[config.mk]
export PLATFORM = sky130hd
export DESIGN_NAME = l1_trig_decide
export DESIGN_NICKNAME = d
export VERILOG_FILES = /design/src/rtl/l1_trig_decide.sv
export SDC_FILE = /design/constraint.sdc
export NUM_CORES = 2
export LEC_CHECK = 0
export BUFFER_PORTS_ARGS = -buffer_cell sky130_fd_sc_hd__buf_2
export CORE_MARGIN = 2
export CORE_UTILIZATION = 45
export CTS_BUF_LIST = sky130_fd_sc_hd__clkbuf_8
export DETAILED_ROUTE_END_ITERATION = 8
export SLEW_MARGIN = 20
export SYNTH_ARGS = -nofsm -noshare
export SYNTH_HDL_FRONTEND = slang
export SYNTH_SLANG_ARGS = --single-unit
[constraint.sdc]
create_clock -name clk -period 17 [get_ports clk]
set_input_delay 1.7 -clock clk [delete_from_list [all_inputs] [get_ports clk]]
set_output_delay 1.7 -clock clk [all_outputs]
set_load 0.1 [all_outputs]
[src/rtl/l1_trig_decide.sv]
module l1_trig_decide #(
  parameter int EW = 12,
  parameter int CW = 6,
  parameter int KW = 12,
  parameter int TW = 16,
  parameter int MAXD = 16,
  localparam int DLW = $clog2(MAXD + 1)
) (
  input  logic           clk,
  input  logic           rst,
  input  logic [1:0]     cfg_mode,
  input  logic [EW-1:0]  cfg_fwd_thr,
  input  logic [EW:0]    cfg_tot_thr,
  input  logic [KW-1:0]  cfg_z,
  input  logic [KW-1:0]  cfg_kt,
  input  logic [KW-1:0]  cfg_ke,
  input  logic [KW-1:0]  cfg_kr,
  input  logic [1:0]     cfg_tof_wm,
  input  logic [CW-1:0]  cfg_tof_wt,
  input  logic [1:0]     cfg_sc_wm,
  input  logic [CW-1:0]  cfg_sc_wt,
  input  logic [1:0]     cfg_fwd_wm,
  input  logic [EW-1:0]  cfg_fwd_wt,
  input  logic [1:0]     cfg_bar_wm,
  input  logic [EW-1:0]  cfg_bar_wt,
  input  logic [DLW-1:0] cfg_dly,
  input  logic           in_vld,
  input  logic [EW-1:0]  in_efwd,
  input  logic [EW-1:0]  in_ebar,
  input  logic [CW-1:0]  in_ntof,
  input  logic [CW-1:0]  in_nsc,
  input  logic [TW-1:0]  in_ts,
  output logic           trig,
  output logic [TW-1:0]  trig_ts
);
  localparam int LW1 = KW + EW + 1;
  localparam int LW2 = KW + 2 * EW + 2;
  localparam int AW  = (MAXD > 1) ? $clog2(MAXD) : 1;

  function automatic logic win_bad(input logic [1:0] m, input logic [EW-1:0] x,
                                   input logic [EW-1:0] t, input logic has_exact);
    case (m)
      2'd1:    return x < t;
      2'd2:    return x > t;
      2'd3:    return has_exact && (x != t);
      default: return 1'b0;
    endcase
  endfunction

  // stage 1: veto terms, windows, linear part of the discriminant
  logic [EW:0]    tot;
  logic           cut_a, cut_b, wf;
  logic [LW1-1:0] lin;

  assign tot   = {1'b0, in_efwd} + {1'b0, in_ebar};
  assign cut_a = (in_efwd < cfg_fwd_thr) && (in_ntof == '0);
  assign cut_b = (tot < cfg_tot_thr) && (in_efwd < in_ebar);
  assign wf    = win_bad(cfg_tof_wm, EW'(in_ntof), EW'(cfg_tof_wt), 1'b1)
               | win_bad(cfg_sc_wm,  EW'(in_nsc),  EW'(cfg_sc_wt),  1'b1)
               | win_bad(cfg_fwd_wm, in_efwd,      cfg_fwd_wt,      1'b0)
               | win_bad(cfg_bar_wm, in_ebar,      cfg_bar_wt,      1'b0);
  assign lin   = LW1'(cfg_kt) * LW1'(in_ntof) + LW1'(cfg_ke) * LW1'(in_efwd);

  logic           s1_vld, s1_cc, s1_wf;
  logic [TW-1:0]  s1_ts;
  logic [EW-1:0]  s1_ef, s1_eb;
  logic [LW1-1:0] s1_lin;

  always_ff @(posedge clk) begin
    if (rst) begin
      s1_vld <= 1'b0;
    end else begin
      s1_vld <= in_vld;
      s1_ts  <= in_ts;
      s1_ef  <= in_efwd;
      s1_eb  <= in_ebar;
      s1_lin <= lin;
      s1_cc  <= cut_a | cut_b;
      s1_wf  <= wf;
    end
  end

  // stage 2: ratio term multiplied through by (Ebar+1), mode select
  logic [LW2-1:0] eb1, ef1, lhs, rhs;
  logic           dc, sel;

  assign eb1 = LW2'(s1_eb) + LW2'(1);
  assign ef1 = LW2'(s1_ef) + LW2'(1);
  assign lhs = LW2'(cfg_z) * eb1;
  assign rhs = LW2'(s1_lin) * eb1 + LW2'(cfg_kr) * ef1;
  assign dc  = lhs < rhs;

  always_comb begin
    case (cfg_mode)
      2'd0:    sel = s1_cc;
      2'd1:    sel = dc;
      2'd2:    sel = s1_cc & dc;
      default: sel = 1'b0;
    endcase
  end

  logic          s2_acc;
  logic [TW-1:0] s2_ts;

  always_ff @(posedge clk) begin
    if (rst) s2_acc <= 1'b0;
    else begin
      s2_acc <= s1_vld & ~(s1_wf | sel);
      s2_ts  <= s1_ts;
    end
  end

  // programmable delay line
  logic [MAXD-1:0] dl_acc;
  logic [TW-1:0]   dl_ts [MAXD];

  always_ff @(posedge clk) begin
    if (rst) dl_acc <= '0;
    else     dl_acc <= {dl_acc[MAXD-2:0], s2_acc};
  end

  always_ff @(posedge clk) dl_ts[0] <= s2_ts;

  for (genvar i = 1; i < MAXD; i++) begin : g_dly
    always_ff @(posedge clk) dl_ts[i] <= dl_ts[i-1];
  end

  logic [DLW-1:0] dsel;
  logic [AW-1:0]  tap;

  assign dsel = (cfg_dly > DLW'(MAXD)) ? DLW'(MAXD) : cfg_dly;
  assign tap  = AW'(dsel - DLW'(1));

  always_comb begin
    if (dsel == '0) begin
      trig    = s2_acc;
      trig_ts = s2_ts;
    end else begin
      trig    = dl_acc[tap];
      trig_ts = dl_ts[tap];
    end
  end

  // veto alone decides in mode 0 when the windows pass
  p_veto_cut_r1: assert property (@(posedge clk) disable iff (rst)
    (s1_vld && !s1_wf && s1_cc && cfg_mode == 2'd0) |=> !s2_acc);
  p_veto_pass_r2: assert property (@(posedge clk) disable iff (rst)
    (s1_vld && !s1_wf && !s1_cc && cfg_mode == 2'd0) |=> s2_acc);
  p_disc_r3: assert property (@(posedge clk) disable iff (rst)
    (s1_vld && !s1_wf && cfg_mode == 2'd1) |=> (s2_acc == !$past(dc)));
  p_bypass_r4: assert property (@(posedge clk) disable iff (rst)
    (s1_vld && !s1_wf && cfg_mode == 2'd3) |=> s2_acc);
  // a failed window vetoes in any mode
  p_win_veto_r5: assert property (@(posedge clk) disable iff (rst)
    (s1_vld && s1_wf) |=> !s2_acc);
  p_need_vld_r8: assert property (@(posedge clk) disable iff (rst)
    s2_acc |-> $past(s1_vld));
endmodule

==> results.py <==
metrics = {
    "die": {
        "die_area_sq_um": 94100,
        "fp.dieH_um": 307,
        "ioPinCount": 196,
        "rows": 111,
        "die_w_um": 307,
        "coreArea_sq_um": 91200,
        "start_util": 0.452,
    },
    "logic_synthesis": {
        "syn_avg_cell_area_sq_um": 10.1,
        "synth-edff-count": 83,
        "synth_area_leaders": "fa_1, dfxtp_1, ha_1, inv_1, edfxtp_1",
        "ys_top_cells_by_count": "inv_1, fa_1, nand2_1",
        "synth-seq-cells": 357,
        "synth_adder_area_share": 0.462,
        "synth_compound_area_frac": 0.0431,
        "yosysMostFrequentCell": "inv_1",
        "synth_mux_area_frac": 0.0518,
        "synthSimpleGateAreaFrac": 0.137,
        "synth_top_area_frac": 0.335,
        "synth-xor-area-share": 0.0204,
        "async_flop_share": 0,
        "synth_area_leader_cell": "fa_1",
        "ys.flop_type": "dfxtp_1",
        "synth_seq_area_share": 0.193,
        "synth_nets": 5381,
        "syn_inst": 4093,
        "synth_top_family_by_area": "adder cells",
        "synth_area_sq_um": 41300,
        "synth.distinct_cells": 68,
        "ys_warn_count": 0,
    },
    "route": {
        "drt_wl_total_um": 94200,
        "route.met3.wl_um": 3450,
        "maxUsedRoutingLayer": "met5",
        "drc": 0,
        "postRouteAntennaNets": 0,
        "via_count": 27500,
        "routedWlPerCell_um": 17.3,
        "drtIter0Drc": 1345,
        "route.met2.wl_um": 47700,
        "firstDrtPassIters": 5,
        "wl_met1_um": 40700,
        "via_per_inst": 5.05,
    },
    "global_routing": {
        "grt_pass1_wl_um": 157000,
        "grt_pass1_vias": 30000,
        "antenna_found_initial": 8,
        "grt_max_degree": 69,
        "grt_remaining_overflow": 0,
        "grtUsageTotal": 0.209,
    },
    "timing": {
        "post-route-period-util": 0.593,
        "max_freq_ghz": 0.0992,
        "setup_viol": 0,
        "slew_headroom": 0.245,
        "holdWs_ns": 0.340,
        "hold_viol_final": 0,
        "worstMarginPinSlew_ns": 1.12,
        "finalSetupTns_ns": 0,
        "fin_skew_ns": 0.0217,
        "rsz0062_at_grt": "no",
        "fin_crit_ns": 10.08,
        "report.final.slew_viol_count": 0,
    },
    "worst_setup_path": {
        "critPathMaxFanout": 17,
        "cpMostUsedCell": "fa_1",
        "cp_data_arrival_time_ns": 10.63,
        "cp.required_ns": 17.55,
        "regToRegStartpoint": "s1_ef[0]",
        "startpoint_type": "register",
        "critical-path-max-stage-delay_ns": 0.77,
        "crit_start": "s1_ef[0]",
        "critPathSlowestCell": "edfxtp_1",
        "worstSetupPathType": "register to register",
        "setup.worst_path.end_class": "register",
    },
    "place": {
        "placedCellCount": 5340,
        "place_congestion": 0.884,
        "dp_hpwl_um": 75800,
        "io_buffers": 195,
    },
    "clock_network": {
        "hold_buffers": 0,
        "cts.sinks": 357,
        "cts.htree.levels": 2,
        "clk_latency_ns": 0.63,
        "ctsRootBufferMaster": "clkbuf_8",
        "post_cts_buffers": 0,
        "cts_tree": "built",
        "clk_path_buf_depth": 3,
        "path_clk_slew_ns": 0.07,
        "postCtsResizedCells": 0,
        "numCtsBuffers": 57,
    },
    "layout": {
        "fin_nets": 5501,
        "finalNonFillerCells": 5447,
        "fill_cells": 8433,
        "drive_gt1_frac": 0.103,
        "area_growth_pct": 8.06,
    },
    "status": {
        "status": "finished, final reports clean",
    },
    "min_path": {
        "min_from": "dl_ts[7][4]",
        "hold_path_class": "register to register",
    },
    "job": {
        "max-cap-violations": 0,
    },
}
worst max-delay path: cells and delay by family (launching register included):
family	cells	cell delay (ns)
compound gates	10	2.16
xor+xnor	2	0.85
fa+ha+maj	10	4.27
buf+inv	4	0.23
flops	1	0.77
simple gates	10	1.72
cell families after synthesis:
group                      Yosys count
and+or+nand+nor                   1132
xor gates and xnor gates            96
muxes                              105
AOI/OAI and AO/OA                  272
DFF                                357
adders and majority gates         1109
buffers and inverters             1022
metrics by stage:
stage	util	instance area (sq um)	setup slack, ns
2_1_floorplan	-	41300	7.72
3_3_place_gp	0.476	43400	7.16
3_5_place_dp	0.476	43400	7.03
4_1_cts	0.488	44600	6.98
5_1_grt	0.489	44600	6.21
6_report	0.489	44600	6.92
state kept, by name, indices dropped and copies added, names as in the netlist:
signal,flops
dl_ts,256
s1_lin,25
dl_acc,16
s1_ts,16
s2_ts,16
s1_eb,12
s1_ef,12
s1_cc,1
s1_vld,1
s1_wf,1
s2_acc,1
layer usage:
metal / GRT usage / vias up
li1: - / 12900
met1: 0.276 / 14000
met2: 0.366 / 534
met3: 0.0233 / 126
met4: 0.0556 / 4
met5: 0 / -
layout make-up:
class,count,area (sq um),share of cell area
timing repair buffer,220,1160,0.0261
clock buffer,67,922,0.0207
clock inverter,36,206,0.00463
sequential,357,7980,0.179
inverter,863,3240,0.0727
antenna,4,10.0,0.000224
tap,1186,1480,0.0333
multi-input combinational,2714,29600,0.663
worst paths after layout:
check	to	cells past startpoint	slack (ns)
max	s2_acc	36	6.92
max reg2reg	s2_acc	36	6.92
min reg2reg	dl_ts[8][4]	0	0.34
min	dl_ts[8][4]	0	0.34
cells in the final DEF (no fill, tap or decap), types with 23 or more instances in the layout:
cell type / count
o21ai_0: 48
ha_1: 418
nor2_1: 55
clkbuf_8: 67
buf_4: 25
a21oi_1: 89
nor3_1: 23
fa_1: 690
xnor2_1: 55
inv_1: 882
dfxtp_1: 274
a21o_1: 32
nand3_1: 31
and2_1: 352
xor2_1: 28
nand2b_1: 33
nand2_1: 504
mux4_2: 85
edfxtp_1: 83
buf_2: 195
nor2b_1: 75
Power is not shown: default switching activity piles up to over one toggle a cycle in this logic, so the estimate is an artifact.
